<file path="config.mk">
export PLATFORM = sky130hd
export DESIGN_NAME = scdc_scramble_seq
export DESIGN_NICKNAME = d
export VERILOG_FILES = /design/src/rtl/scdc_seq_pkg.sv /design/src/rtl/scdc_gap_timer.sv /design/src/rtl/scdc_mode_gate.sv /design/src/rtl/scdc_xfer_agent.sv /design/src/rtl/scdc_scramble_seq.sv
export SDC_FILE = /design/constraint.sdc
export NUM_CORES = 1
export LEC_CHECK = 0
export BUFFER_PORTS_ARGS = -buffer_cell sky130_fd_sc_hd__buf_2
export CAP_MARGIN = 30
export CORE_MARGIN = 3
export CORE_UTILIZATION = 54
export DETAILED_ROUTE_END_ITERATION = 6
export GPL_TIMING_DRIVEN = 1
export PLACE_DENSITY = 0.93
export SLEW_MARGIN = 20
export SYNTH_ARGS = -nofsm -noshare
export SYNTH_HDL_FRONTEND = slang
export SYNTH_HIERARCHICAL = 1
export SYNTH_SLANG_ARGS = --single-unit
</file>
<file path="constraint.sdc">
create_clock -name clk -period 6.7 [get_ports clk]
set_clock_uncertainty 0.05 [all_clocks]
set_input_delay 1.34 -clock clk [delete_from_list [all_inputs] [get_ports clk]]
set_output_delay 1.34 -clock clk [all_outputs]
set_load 0.02 [all_outputs]
</file>
<file path="src/rtl/scdc_seq_pkg.sv">
package scdc_seq_pkg;

   typedef enum logic [2:0] {
      ST_IDLE,
      ST_RD_RATIO,
      ST_WR_RATIO,
      ST_LOCAL,
      ST_RD_SCR,
      ST_WR_SCR,
      ST_FIN
   } seq_state_e;

   typedef enum logic [1:0] {
      XA_IDLE,
      XA_REQ,
      XA_RSP,
      XA_GAP
   } xfer_state_e;

   localparam int unsigned RATIO_BIT = 1;
   localparam int unsigned SCR_BIT   = 0;

   function automatic logic [7:0] patch_bit(input logic [7:0] b,
                                            input int unsigned pos,
                                            input logic v);
      logic [7:0] r;
      r      = b;
      r[pos] = v;
      return r;
   endfunction

endpackage

</file>
<file path="src/rtl/scdc_gap_timer.sv">
module scdc_gap_timer #(
   parameter int unsigned GAP_CYCLES = 117000
) (
   input  logic clk,
   input  logic rst_n,
   input  logic load,
   output logic last
);
   generate
      if (GAP_CYCLES == 0) begin : g_no_gap
         assign last = 1'b1;
         logic unused_gap_in;
         assign unused_gap_in = load ^ clk ^ rst_n;
      end else begin : g_counter
         localparam int unsigned CW = $clog2(GAP_CYCLES + 1);
         logic [CW-1:0] cnt;

         always_ff @(posedge clk or negedge rst_n) begin
            if (!rst_n) begin
               cnt <= '0;
            end else if (load) begin
               cnt <= CW'(GAP_CYCLES);
            end else if (cnt != '0) begin
               cnt <= cnt - 1'b1;
            end
         end

         assign last = (cnt == CW'(1));
      end
   endgenerate
endmodule

</file>
<file path="src/rtl/scdc_mode_gate.sv">
module scdc_mode_gate #(
   parameter int unsigned VER_W       = 32,
   parameter int unsigned VER_FIELD_W = 4,
   parameter int unsigned MIN_VER     = 4,
   parameter int unsigned RATE_W      = 32,
   parameter int unsigned THRESH_KHZ  = 340000
) (
   input  logic [VER_W-1:0]  tx_version,
   input  logic [RATE_W-1:0] pix_khz,
   output logic              ver_ok,
   output logic              hi_rate
);
   localparam int unsigned VER_LSB = VER_W - VER_FIELD_W;

   logic [VER_FIELD_W-1:0] major;

   generate
      if (VER_LSB == 0) begin : g_whole
         assign major = tx_version;
      end else begin : g_slice
         assign major = tx_version[VER_W-1:VER_LSB];
         logic unused_low_ver;
         assign unused_low_ver = ^tx_version[VER_LSB-1:0];
      end
   endgenerate

   assign ver_ok  = (major >= VER_FIELD_W'(MIN_VER));
   assign hi_rate = (pix_khz > RATE_W'(THRESH_KHZ));
endmodule

</file>
<file path="src/rtl/scdc_xfer_agent.sv">
module scdc_xfer_agent
   import scdc_seq_pkg::*;
#(
   parameter logic [7:0]  DEV_ADDR   = 8'hA8,
   parameter logic [7:0]  REG_OFS    = 8'h20,
   parameter int unsigned TRY_W      = 2,
   parameter int unsigned GAP_CYCLES = 117000
) (
   input  logic             clk,
   input  logic             rst_n,
   input  logic             go,
   input  logic             go_write,
   input  logic [7:0]       go_wdata,
   input  logic [TRY_W-1:0] go_tries,
   output logic             fin,
   output logic             fin_ok,
   output logic [7:0]       fin_rdata,
   output logic             req_valid,
   output logic             req_write,
   output logic [7:0]       req_dev,
   output logic [7:0]       req_offset,
   output logic [7:0]       req_wdata,
   input  logic             req_ready,
   input  logic             rsp_valid,
   input  logic             rsp_ok,
   input  logic [7:0]       rsp_rdata
);
   xfer_state_e      st;
   logic [TRY_W-1:0] tries;
   logic [TRY_W-1:0] lim_q;
   logic             ok_q;
   logic [7:0]       rdata_q;
   logic             wr_q;
   logic [7:0]       wdata_q;
   logic             gap_last;
   logic             out_of_tries;

   scdc_gap_timer #(.GAP_CYCLES(GAP_CYCLES)) u_gap (
      .clk  (clk),
      .rst_n(rst_n),
      .load (st == XA_RSP && rsp_valid),
      .last (gap_last)
   );

   assign out_of_tries = (tries >= lim_q);

   always_ff @(posedge clk or negedge rst_n) begin
      if (!rst_n) begin
         st      <= XA_IDLE;
         tries   <= '0;
         lim_q   <= '0;
         ok_q    <= 1'b0;
         rdata_q <= '0;
         wr_q    <= 1'b0;
         wdata_q <= '0;
      end else begin
         case (st)
            XA_IDLE: begin
               if (go) begin
                  wr_q    <= go_write;
                  wdata_q <= go_wdata;
                  lim_q   <= go_tries;
                  tries   <= TRY_W'(1);
                  st      <= XA_REQ;
               end
            end
            XA_REQ: begin
               if (req_ready) st <= XA_RSP;
            end
            XA_RSP: begin
               if (rsp_valid) begin
                  ok_q    <= rsp_ok;
                  rdata_q <= rsp_rdata;
                  st      <= XA_GAP;
               end
            end
            XA_GAP: begin
               if (gap_last) begin
                  if (ok_q || out_of_tries) begin
                     st <= XA_IDLE;
                  end else begin
                     tries <= tries + TRY_W'(1);
                     st    <= XA_REQ;
                  end
               end
            end
            default: st <= XA_IDLE;
         endcase
      end
   end

   assign fin        = (st == XA_GAP) && gap_last && (ok_q || out_of_tries);
   assign fin_ok     = ok_q;
   assign fin_rdata  = rdata_q;
   assign req_valid  = (st == XA_REQ);
   assign req_write  = wr_q;
   assign req_dev    = DEV_ADDR;
   assign req_offset = REG_OFS;
   assign req_wdata  = wdata_q;
endmodule

</file>
<file path="src/rtl/scdc_scramble_seq.sv">
module scdc_scramble_seq
   import scdc_seq_pkg::*;
#(
   parameter int unsigned VER_W       = 32,
   parameter int unsigned VER_FIELD_W = 4,
   parameter int unsigned MIN_VER     = 4,
   parameter int unsigned RATE_W      = 32,
   parameter int unsigned THRESH_KHZ  = 340000,
   parameter logic [7:0]  DEV_ADDR    = 8'hA8,
   parameter logic [7:0]  REG_OFS     = 8'h20,
   parameter int unsigned RD_TRIES    = 3,
   parameter int unsigned WR_TRIES    = 2,
   parameter int unsigned CLK_KHZ     = 250000,
   parameter int unsigned GAP_US      = 468,
   parameter int unsigned GAP_CYCLES  = (CLK_KHZ / 1000) * GAP_US
) (
   input  logic              clk,
   input  logic              rst_n,
   input  logic              start,
   input  logic [RATE_W-1:0] pix_khz,
   input  logic [VER_W-1:0]  tx_version,
   output logic              req_valid,
   output logic              req_write,
   output logic [7:0]        req_dev,
   output logic [7:0]        req_offset,
   output logic [7:0]        req_wdata,
   input  logic              req_ready,
   input  logic              rsp_valid,
   input  logic              rsp_ok,
   input  logic [7:0]        rsp_rdata,
   output logic              scramble_en,
   output logic              path_update,
   output logic              done,
   output logic              error,
   output logic              scramble_state
);
   localparam int unsigned MAX_TRIES = (RD_TRIES > WR_TRIES) ? RD_TRIES : WR_TRIES;
   localparam int unsigned TRY_W     = $clog2(MAX_TRIES + 1);

   generate
      if (RD_TRIES < 1 || WR_TRIES < 1) begin : g_bad_tries
         $error("attempt limits must be at least one");
      end
      if (VER_FIELD_W < 1 || VER_FIELD_W > VER_W) begin : g_bad_ver
         $error("version field must fit in the version word");
      end
      if (RATE_W < 1 || RATE_W > 32) begin : g_bad_rate
         $error("rate width must be 1 to 32 bits");
      end
   endgenerate

   seq_state_e       state;
   logic             hi_q;
   logic             err_q;
   logic             scr_en_q;
   logic             upd_q;
   logic             scr_state_q;
   logic             go_q;
   logic             go_wr_q;
   logic [7:0]       go_wdata_q;
   logic [TRY_W-1:0] go_tries_q;
   logic             ver_ok;
   logic             hi_rate;
   logic             fin;
   logic             fin_ok;
   logic [7:0]       fin_rdata;
   logic             accept;

   scdc_mode_gate #(
      .VER_W      (VER_W),
      .VER_FIELD_W(VER_FIELD_W),
      .MIN_VER    (MIN_VER),
      .RATE_W     (RATE_W),
      .THRESH_KHZ (THRESH_KHZ)
   ) u_gate (
      .tx_version(tx_version),
      .pix_khz   (pix_khz),
      .ver_ok    (ver_ok),
      .hi_rate   (hi_rate)
   );

   scdc_xfer_agent #(
      .DEV_ADDR  (DEV_ADDR),
      .REG_OFS   (REG_OFS),
      .TRY_W     (TRY_W),
      .GAP_CYCLES(GAP_CYCLES)
   ) u_agent (
      .clk       (clk),
      .rst_n     (rst_n),
      .go        (go_q),
      .go_write  (go_wr_q),
      .go_wdata  (go_wdata_q),
      .go_tries  (go_tries_q),
      .fin       (fin),
      .fin_ok    (fin_ok),
      .fin_rdata (fin_rdata),
      .req_valid (req_valid),
      .req_write (req_write),
      .req_dev   (req_dev),
      .req_offset(req_offset),
      .req_wdata (req_wdata),
      .req_ready (req_ready),
      .rsp_valid (rsp_valid),
      .rsp_ok    (rsp_ok),
      .rsp_rdata (rsp_rdata)
   );

   assign accept = start && (state == ST_IDLE || state == ST_FIN);

   always_ff @(posedge clk or negedge rst_n) begin
      if (!rst_n) begin
         state       <= ST_IDLE;
         hi_q        <= 1'b0;
         err_q       <= 1'b0;
         scr_en_q    <= 1'b0;
         upd_q       <= 1'b0;
         scr_state_q <= 1'b0;
         go_q        <= 1'b0;
         go_wr_q     <= 1'b0;
         go_wdata_q  <= '0;
         go_tries_q  <= '0;
      end else begin
         go_q <= 1'b0;
         if (accept) begin
            err_q       <= 1'b0;
            scr_en_q    <= 1'b0;
            upd_q       <= 1'b0;
            scr_state_q <= 1'b0;
            hi_q        <= hi_rate;
            if (!ver_ok) begin
               state <= ST_FIN;
            end else begin
               go_q       <= 1'b1;
               go_wr_q    <= 1'b0;
               go_tries_q <= TRY_W'(RD_TRIES);
               state      <= hi_rate ? ST_RD_RATIO : ST_RD_SCR;
            end
         end else begin
            case (state)
               ST_RD_RATIO: begin
                  if (fin) begin
                     if (fin_ok) begin
                        go_q       <= 1'b1;
                        go_wr_q    <= 1'b1;
                        go_wdata_q <= patch_bit(fin_rdata, RATIO_BIT, 1'b1);
                        go_tries_q <= TRY_W'(WR_TRIES);
                        state      <= ST_WR_RATIO;
                     end else begin
                        err_q <= 1'b1;
                        state <= ST_FIN;
                     end
                  end
               end
               ST_WR_RATIO: begin
                  if (fin) begin
                     if (fin_ok) begin
                        state <= ST_LOCAL;
                     end else begin
                        err_q <= 1'b1;
                        state <= ST_FIN;
                     end
                  end
               end
               ST_LOCAL: begin
                  scr_en_q   <= 1'b1;
                  upd_q      <= 1'b1;
                  go_q       <= 1'b1;
                  go_wr_q    <= 1'b0;
                  go_tries_q <= TRY_W'(RD_TRIES);
                  state      <= ST_RD_SCR;
               end
               ST_RD_SCR: begin
                  if (fin) begin
                     if (fin_ok) begin
                        go_q       <= 1'b1;
                        go_wr_q    <= 1'b1;
                        go_wdata_q <= patch_bit(fin_rdata, SCR_BIT, hi_q);
                        go_tries_q <= TRY_W'(WR_TRIES);
                        state      <= ST_WR_SCR;
                     end else begin
                        err_q <= 1'b1;
                        state <= ST_FIN;
                     end
                  end
               end
               ST_WR_SCR: begin
                  if (fin) begin
                     if (fin_ok) begin
                        scr_state_q <= hi_q;
                     end else begin
                        err_q <= 1'b1;
                     end
                     state <= ST_FIN;
                  end
               end
               default: ;
            endcase
         end
      end
   end

   assign scramble_en    = scr_en_q;
   assign path_update    = upd_q;
   assign done           = (state == ST_FIN);
   assign error          = err_q;
   assign scramble_state = scr_state_q;
endmodule

</file>
==> flow_summary_export.csv, run 1 <==
group,metric,value,unit
outcome,status,"finished, final reports clean",
sta,maxSlewHeadroom,45.3,%
place,place_congestion,0.833,
synthesis,synth_edf_count,0,
drt,num_vias,2605,
place,place_ws,2.60,ns
floorplanning,io-pin-count,109,
global_route,grt.total_usage,21.0,%
layout,drive_above_1_share,26.5,%
synthesis,synth-seq-area-share,44.6,%
clock_network,post_cts_buffers,0,
global_route,grt_pass1_wl,12100,µm
worst_setup_path,regToRegSetupSlack,2.72,ns
synthesis,ys_warn_count,6,
power_and_ir_drop,power_density,188,nW/µm²
clock_network,numCtsBuffers,9,
sta,fmax,0.251,GHz
drt,postRouteAntennaNets,0,
sta,setup-tns-final,0,ns
sta,maxSlewViolCount,0,
clock_network,clock_sinks,60,
layout,multi_input_area,1660,µm²
floorplanning,core,5990,µm²
place,place_hpwl,5240,µm
worst_setup_path,crit_buf_inv,2,
synthesis,synthFlopType,"dfrtp_1",
worst_setup_path,worstReg2RegEnd,"go_wdata_q[4]$_DFFE_PN0P_",
layout,area_growth,14.2,%
sta,fin_ws,2.72,ns
worst_setup_path,crit_required,6.87,ns
clock_network,cts-root-buf,"clkbuf_8",
worst_setup_path,crit_chain,"or4_1 > or3_4 > nor4b_1 > inv_1 > nor2_1 > nand2_1 > nor3_2 > buf_4 > mux2_1",
clock_network,ctsHoldBuffers,0,
sta,fin_crit,3.98,ns
worst_setup_path,critPathTopFamily,"simple AND/OR/NAND/NOR gates",
worst_setup_path,r2r_cells,9,
run,drv_cap,0,
min_path,holdCritPathClass,"reg -> reg",
drt,post_drt_wl_per_cell,15.5,µm
power_and_ir_drop,ir_drop,0.000119,V
min_path,whs_path_depth,1,
global_route,grt_max_degree,61,
drt,drc,0,
drt,drt_pre_antenna_iters,4,
power_and_ir_drop,power.leakage,0.00184,µW
global_route,antenna_found_initial,0,
layout,fillers,449,
floorplanning,dieArea,7220,µm²
worst_setup_path,critical_path.slowest_cell,"nor4b_1",
floorplanning,initial_core_util,56.2,%
floorplanning,die_h,85.0,µm
sta,grt_setup_unrepaired,"no",
place,io_buffers,62,
place,dp.cells,443,
synthesis,syn_inst,318,
drt,viasPerCell,5.66,
clock_network,htree_num_levels,3,
worst_setup_path,critPathKind,"reg -> reg",
sta,finalHoldViolations,0,
drt,drtIter0Drc,169,
global_route,grt_pass1_vias,2722,
synthesis,netlist-cell-type-count,61,
sta,setup_viol,0,
sta,finalCritPeriodShare,59.4,%
synthesis,synth_seq_cells,60,
worst_setup_path,cp.arrival,4.15,ns
drt,wl,7120,µm
clock_network,cts_tree,"done",
min_path,hold_path_end,"go_tries_q[1]$_DFFE_PN0P_",
worst_setup_path,critPathMaxStageDelay,0.72,ns
worst_setup_path,r2r-start,"u_agent/u_gap/g_counter.cnt[12]$_DFFE_PN0P_",
worst_setup_path,cp_max_fo,10,
layout,fin_nets,469,
clock_network,clockBufferDepth,2,
worst_setup_path,end_kind,"flip-flop",
layout,n_antenna_cell,0,
clock_network,clkLatencyLatePin,0.34,ns
layout,stdcell_count,460,
global_route,grt-ovfl-total,0,
clock_network,cts-resized-gates,0,
floorplanning,die_w,85.0,µm
clock_network,path_clk_slew,0.06,ns
floorplanning,row_count,28,
worst_setup_path,setup.worst_path.start_class,"flip-flop",
sta,worst_pin_slew,0.808,ns
synthesis,synth-async-reset-ratio,100,%
layout,regArea,1500,µm²
synthesis,netlist_area,3370,µm²
synthesis,syn_area_per_cell,10.6,µm²
min_path,min_from,"go_tries_q[1]$_DFFE_PN0P_",
cells by family (layout without fill, tap and decap cells):
family,count (synthesis),count (layout),synth area share [%]
buffers and inverters,42,95,7.55
XOR/XNOR,4,4,1.04
adder cells (fa/ha/maj),11,11,4.09
flip-flops,60,60,44.6
multiplexers,35,35,11.7
AO/OA/AOI/OAI,51,51,10.4
AND/OR/NAND/NOR,113,113,20.3
other,2,16,0.223
layout make-up:
class / instances / area share [%]
Clock buffer: 12 / 4.04
Clock inverter: 4 / 1.24
Multi-Input combinational cell: 230 / 43.3
Timing Repair Buffer: 64 / 8.47
Sequential cell: 60 / 39.1
Inverter: 15 / 1.47
Tap cell: 75 / 2.44
routing by layer:
layer	global-route usage [%]	up-vias	share of wire (%)
met2	37.9	103	53
met1	22.6	1247	37
met4	8.35	0	2.0
li1	-	1238	-
met3	6.89	17	7.7
met5	0	-	0
cell usage after synthesis, types with 2 or more instances:
library cell	n	share of area, %
or3b_2	2	0.52
nand4_1	2	0.37
mux2_1	22	7.4
a211oi_1	3	0.67
mux2_2	10	3.3
o21a_1	2	0.45
nand3_1	2	0.30
o31ai_1	3	0.67
nor2_1	21	2.3
o21ai_0	7	1.0
o21ai_1	2	0.30
or3_1	5	0.93
o31a_1	2	0.52
inv_1	15	1.7
buf_6	3	1.0
xnor2_1	4	1.0
nand2b_1	8	1.5
nor4_1	11	2.0
ha_1	11	4.1
mux2i_1	2	0.59
conb_1	2	0.22
a31oi_1	6	1.1
buf_4	19	4.2
a21oi_1	11	1.6
nor3_1	15	2.2
buf_2	2	0.30
nor4b_1	4	1.0
or3b_1	2	0.52
or4_1	3	0.67
nor2b_1	11	2.0
nand2_1	15	1.7
clkbuf_1	3	0.33
dfrtp_1	60	45
how the worst max path moves through the flow:
stage                                                 from                         to  slack (ns)  cells past startpoint
2_1_floorplan  u_agent/u_gap/g_counter.cnt[12]$_DFFE_PN0P_  go_wdata_q[4]$_DFFE_PN0P_        3.24                     10
3_3_place_gp   u_agent/u_gap/g_counter.cnt[12]$_DFFE_PN0P_  go_wdata_q[2]$_DFFE_PN0P_        2.55                      8
3_5_place_dp   u_agent/u_gap/g_counter.cnt[12]$_DFFE_PN0P_  go_wdata_q[3]$_DFFE_PN0P_        2.60                      8
4_1_cts        u_agent/u_gap/g_counter.cnt[12]$_DFFE_PN0P_  go_wdata_q[3]$_DFFE_PN0P_        2.55                      8
5_1_grt        u_agent/u_gap/g_counter.cnt[12]$_DFFE_PN0P_  go_wdata_q[4]$_DFFE_PN0P_        2.47                      9
6_report       u_agent/u_gap/g_counter.cnt[12]$_DFFE_PN0P_  go_wdata_q[4]$_DFFE_PN0P_        2.72                      9
flip-flops by register name, indices dropped and copies added (netlist names), 3 cells and up:
signal,count
go_wdata_q,8
state,3
u_agent/fin_rdata,8
u_agent/req_wdata,8
u_agent/u_gap/g_counter.cnt,17
where the power goes:
group / internal [µW] / switching [µW]
clock: 191 / 135
combinational: 11.6 / 21.5
sequential: 362 / 0
through the flow:
stage	util (%)	power [µW]	cell area (µm²)	hold slack [ns]
after floorplan	-	387	3420	0.382
after global placement	60.6	402	3630	0.398
after detailed placement	60.6	402	3630	0.405
after CTS	64.0	730	3830	0.419
after global routing	64.1	750	3840	0.449
final	64.1	722	3840	0.416
worst register-to-register path, cell delays in order (launching register included):
cell     delay, ns
dfrtp_1       0.41
or4_1         0.68
or3_4         0.43
nor4b_1       0.72
inv_1         0.09
nor2_1        0.35
nand2_1       0.15
nor3_2        0.37
buf_4         0.26
mux2_1        0.34
layout by cell type (no fill, tap or decap), drive strengths merged, types with 2 or more instances in the layout:
master,count
o31ai,3
conb,16
a211oi,3
nand4,2
nor4,12
or4,4
a31oi,6
mux2,33
a21boi,2
clkbuf,12
nand3,2
nand2,15
nor3,17
o21ai,9
or3,6
xnor2,4
nand2b,8
o31a,2
nor2,21
buf,64
or3b,4
clkinv,2
nor2b,12
mux2i,2
inv,15
o21a,2
a21oi,11
nor4b,4
dfrtp,60
ha,11
(Power assumes the default switching activity.)
==> run 2: changes to the inputs <==
- CORE_UTILIZATION: 54 -> 46
- PLACE_DENSITY: 0.93 -> 0.85
- clock period: 6.7 -> 3.2 ns (I/O delays scaled with it)
==> run 2 against run 1 <==
Net effect: routed wire length down 2.0%; combinational power up 120%; critical path depth unchanged; largest power group unchanged; critical path type unchanged; global-route usage down 3.9 points; first-iteration DRC count down 29%.
==> flow_summary_export.csv, run 2 (synthesized netlist as in run 1, its figures left out) <==
group,metric,value,unit
clock_network,clock_sinks,60,
drt,num_vias,2586,
place,place_congestion,0.814,
clock_network,htree_num_levels,3,
global_route,grt_pass1_wl,11600,µm
place,place_hpwl,5260,µm
min_path,holdCritPathClass,"in -> async",
layout,final_common_cell,"buf_2",
layout,top_register,"u_agent/u_gap/g_counter.cnt",
clock_network,numCtsBuffers,9,
sta,worst_pin_slew,0.586,ns
floorplanning,io-pin-count,109,
sta,setup-tns-final,0,ns
sta,fin_crit,3.03,ns
worst_setup_path,setup.worst_path.start_class,"flip-flop",
layout,stdcell_count,488,
layout,layout_common_cells,"buf_2, dfrtp_1, mux2_1",
floorplanning,die_w,91.5,µm
worst_setup_path,crit_required,3.37,ns
drt,viasPerCell,5.30,
floorplanning,row_count,30,
layout,area_growth,16.5,%
drt,postRouteAntennaNets,0,
global_route,grt-ovfl-total,0,
clock_network,cts-root-buf,"clkbuf_8",
worst_setup_path,end_kind,"flip-flop",
worst_setup_path,cp_max_fo,14,
floorplanning,die_h,91.5,µm
layout,largest_reg_flops,17,
sta,maxSlewViolCount,0,
drt,drt_pre_antenna_iters,5,
layout,drive_above_1_share,28.3,%
clock_network,clkLatencyLatePin,0.34,ns
drt,post_drt_wl_per_cell,14.3,µm
clock_network,clockBufferDepth,2,
sta,maxSlewHeadroom,60.9,%
outcome,status,"finished, final reports clean",
worst_setup_path,critPathKind,"reg -> reg",
clock_network,path_clk_slew,0.08,ns
place,io_buffers,62,
worst_setup_path,cp.arrival,3.20,ns
place,dp.cells,472,
floorplanning,core,6940,µm²
power_and_ir_drop,power_density,364,nW/µm²
floorplanning,dieArea,8380,µm²
clock_network,cts_tree,"done",
global_route,grt_pass1_vias,2559,
global_route,grt_max_degree,28,
floorplanning,initial_core_util,48.5,%
drt,drc,0,
layout,n_antenna_cell,0,
power_and_ir_drop,power.leakage,0.00188,µW
sta,hold_ws,0.197,ns
sta,grt_setup_unrepaired,"no",
clock_network,post_cts_buffers,0,
global_route,grt.total_usage,17.2,%
global_route,antenna_found_initial,0,
sta,finalHoldViolations,0,
layout,fin_nets,476,
clock_network,ctsHoldBuffers,0,
layout,fillers,595,
sta,finalCritPeriodShare,94.6,%
run,drv_cap,0,
drt,wl,6980,µm
sta,setup_viol,0,
power_and_ir_drop,ir_drop,0.000301,V
drt,drtIter0Drc,120,
sta,fmax,0.330,GHz
## run 2: what timing repair did
item / 4_1_cts / 5_1_grt
resized for setup: 0 / 0
setup endpoints to repair: 0 / 4
endpoints found under the hold margin: 0 / 0
## run 2: critical path, stage by stage, from the launching register on
cell     delay [ns]
dfrtp_1        0.41
or4_1          0.55
or3_4          0.42
nor4b_4        0.35
inv_1          0.07
nor2_1         0.16
nand2_1        0.13
nor3_2         0.18
buf_4          0.24
mux2_2         0.35
## run 2: final timing paths
path | slack [ns] | end | startpoint | cells after the start
max | 0.17 | go_wdata_q[2]$_DFFE_PN0P_ | u_agent/u_gap/g_counter.cnt[12]$_DFFE_PN0P_ | 9
min | 0.20 | path_update$_DFFE_PN0P_ | rst_n | 1
max reg2reg | 0.17 | go_wdata_q[2]$_DFFE_PN0P_ | u_agent/u_gap/g_counter.cnt[12]$_DFFE_PN0P_ | 9
min reg2reg | 0.43 | u_agent/req_wdata[4]$_DFFE_PN0P_ | go_wdata_q[4]$_DFFE_PN0P_ | 1
max in group asynchronous | 2.21 | u_agent/u_gap/g_counter.cnt[13]$_DFFE_PN0P_ | rst_n | 3
min in group clk | 0.43 | u_agent/req_wdata[4]$_DFFE_PN0P_ | go_wdata_q[4]$_DFFE_PN0P_ | 1
## run 2: area by class of cell
class	instances	area, µm²	area share (%)
clock inverter	7	51.3	1.31
tap	96	120	3.06
clock buffer	9	124	3.16
sequential	60	1500	38.3
timing repair buffer	71	390	9.96
multi-input combinational	230	1680	42.8
inverter	15	56.3	1.44
## run 2: report_power, final
group,internal (µW),total [µW],switching (µW)
Combinational,27.5,72.5,45.1
Clock,282,597,314
Sequential,758,758,0
Total,1070,1430,359
## run 2: metal layers
metal	part of all wire (%)	global-route usage, %	vias up
li1	-	-	1255
met1	40	19.0	1239
met2	52	30.2	82
met3	6.3	5.80	10
met4	1.5	6.28	0
met5	0	0	-
## run 2: stage by stage
step	power (µW)	cell area, µm²	worst slack (ns)	util (%)
finish	1430	3920	0.172	56.5
global route	1480	3920	0.0109	56.5
CTS	1450	3920	0.121	56.5
detailed placement	846	3750	0.141	53.9
global placement	842	3730	0.219	53.7
floorplan	810	3430	0.0134	-
==> run 3: changes to the inputs <==
- CORE_ASPECT_RATIO: unset -> 1.25
==> run 3 against run 2 <==
Net effect: sequential share of layout area is 0.21 points higher; clock power shrank 1%; first-iteration DRC count shrank 2.5%; maximum frequency fell by 0.10%; routed wire length is 2.7% lower; hold slack improved by 0.20 ns; critical path depth fell by 1; global-route usage shrank 0.66 points; largest power group unchanged.
==> flow_summary_export.csv, run 3 (synthesized netlist as in run 1, its figures left out) <==
group,metric,value,unit
outcome,status,"finished, final reports clean",
floorplanning,initial_core_util,48.0,%
floorplanning,die_h,102,µm
layout,final_common_cell,"buf_2",
power_and_ir_drop,pwr-share-clk,41.7,%
clock_network,post_cts_buffers,0,
layout,layout_common_cells,"buf_2, dfrtp_1, mux2_1",
worst_setup_path,setup.worst_path.start_class,"flip-flop",
floorplanning,row_count,34,
sta,finalHoldViolations,0,
sta,setup_viol,0,
clock_network,htree_num_levels,3,
worst_setup_path,cp_max_fo,5,
power_and_ir_drop,p_int,1100,µW
sta,finalCritPeriodShare,94.7,%
worst_setup_path,cp.arrival,3.19,ns
layout,fin_nets,475,
clock_network,cts_tree,"done",
power_and_ir_drop,ir_drop,0.000189,V
layout,stdcell_count,480,
clock_network,ctsHoldBuffers,0,
global_route,grt_pass1_vias,2405,
clock_network,clkLatencyLatePin,0.33,ns
worst_setup_path,crit_required,3.36,ns
place,place_congestion,0.810,
power_and_ir_drop,power.leakage,0.00188,µW
drt,drtIter0Drc,117,
layout,stdcell_area,3900,µm²
clock_network,path_clk_slew,0.06,ns
clock_network,clock_sinks,60,
min_path,holdCritPathClass,"in -> async",
drt,postRouteAntennaNets,0,
global_route,grt.total_usage,16.5,%
power_and_ir_drop,switchingPower,318,µW
sta,grt_setup_unrepaired,"no",
sta,maxSlewHeadroom,49.5,%
clock_network,clockBufferDepth,2,
drt,drt_pre_antenna_iters,4,
sta,maxSlewViolCount,0,
sta,worst_pin_slew,0.758,ns
clock_network,cts-root-buf,"clkbuf_8",
place,io_buffers,62,
run,drv_cap,0,
global_route,grt_pass1_wl,10500,µm
power_and_ir_drop,p_seq_share,53.5,%
drt,post_drt_wl_per_cell,14.1,µm
layout,area_growth,15.9,%
place,dp.cells,465,
global_route,grt_max_degree,61,
power_and_ir_drop,p_comb_share,4.8,%
layout,n_antenna_cell,0,
drt,drc,0,
clock_network,numCtsBuffers,9,
layout,top_register,"u_agent/u_gap/g_counter.cnt",
global_route,antenna_found_initial,0,
place,placed_area,3730,µm²
power_and_ir_drop,switching_share,22.4,%
worst_setup_path,r2r_cells,8,
power_and_ir_drop,power_density,363,nW/µm²
floorplanning,core,7020,µm²
drt,wl,6790,µm
sta,fmax,0.330,GHz
layout,largest_reg_flops,17,
drt,viasPerCell,5.38,
worst_setup_path,end_kind,"flip-flop",
sta,setup-tns-final,0,ns
layout,fin_util,55.6,%
worst_setup_path,critPathKind,"reg -> reg",
floorplanning,dieArea,8390,µm²
floorplanning,io-pin-count,109,
layout,drive_above_1_share,27.4,%
sta,fin_crit,3.03,ns
drt,num_vias,2584,
floorplanning,die_w,82.5,µm
place,place_hpwl,5090,µm
global_route,grt-ovfl-total,0,
clock_network,cts-resized-gates,0,
[run 3: power groups by stage]
stage	clock network, µW	registers, µW	logic (µW)
global route	637	758	76.9
global placement	0	773	67.2
floorplan	0	773	37.4
detailed placement	0	773	68.8
finish	590	759	68.3
CTS	609	759	69.0
[run 3: critical path: stages, from the launching register on]
cell	delay, ns
dfrtp_1	0.41
or4_1	0.56
or3_4	0.42
nor4b_4	0.29
buf_4	0.17
nor2b_4	0.04
or4_4	0.53
a2111oi_2	0.36
a21oi_1	0.08
[run 3: cell type report]
| type | count | area, µm² |
|---|---|---|
| fill | 584 | 3120 |
| multi-input combinational | 230 | 1680 |
| sequential | 60 | 1500 |
| timing repair buffer | 70 | 383 |
| clock buffer | 13 | 159 |
| tap | 90 | 113 |
| inverter | 15 | 56.3 |
| clock inverter | 2 | 10.0 |
[run 3: layer usage]
layer	GRT usage (%)	wire length, µm	vias to the layer above	share of wire (%)
met2	29.5	3590	75	53
met1	18.6	2690	1258	40
met5	0	0	-	0
met3	2.58	406	8	6.0
met4	8.30	103	0	1.5
li1	-	-	1243	-
[run 3: path summary, 6_finish.rpt]
| path | startpoint | endpoint | slack, ns |
|---|---|---|---|
| setup / recovery | u_agent/u_gap/g_counter.cnt[12]$_DFFE_PN0P_ | u_agent/st[0]$_DFFE_PN0P_ | 0.17 |
| hold / removal | rst_n | u_agent/tries[1]$_DFFE_PN0P_ | 0.40 |
| setup reg to reg | u_agent/u_gap/g_counter.cnt[12]$_DFFE_PN0P_ | u_agent/st[0]$_DFFE_PN0P_ | 0.17 |
| hold reg to reg | go_wdata_q[2]$_DFFE_PN0P_ | u_agent/req_wdata[2]$_DFFE_PN0P_ | 0.43 |
| max in group asynchronous | rst_n | u_agent/req_wdata[0]$_DFFE_PN0P_ | 2.19 |
| min in group clk | go_wdata_q[2]$_DFFE_PN0P_ | u_agent/req_wdata[2]$_DFFE_PN0P_ | 0.43 |
[run 3: through the flow]
stage          setup slack, ns  power (µW)  hold slack, ns
6_report                 0.169        1420           0.402
5_1_grt                 0.0237        1470           0.453
4_1_cts                  0.170        1440           0.422
3_5_place_dp             0.190         841           0.412
3_3_place_gp             0.249         840           0.402
2_1_floorplan           0.0134         810           0.294
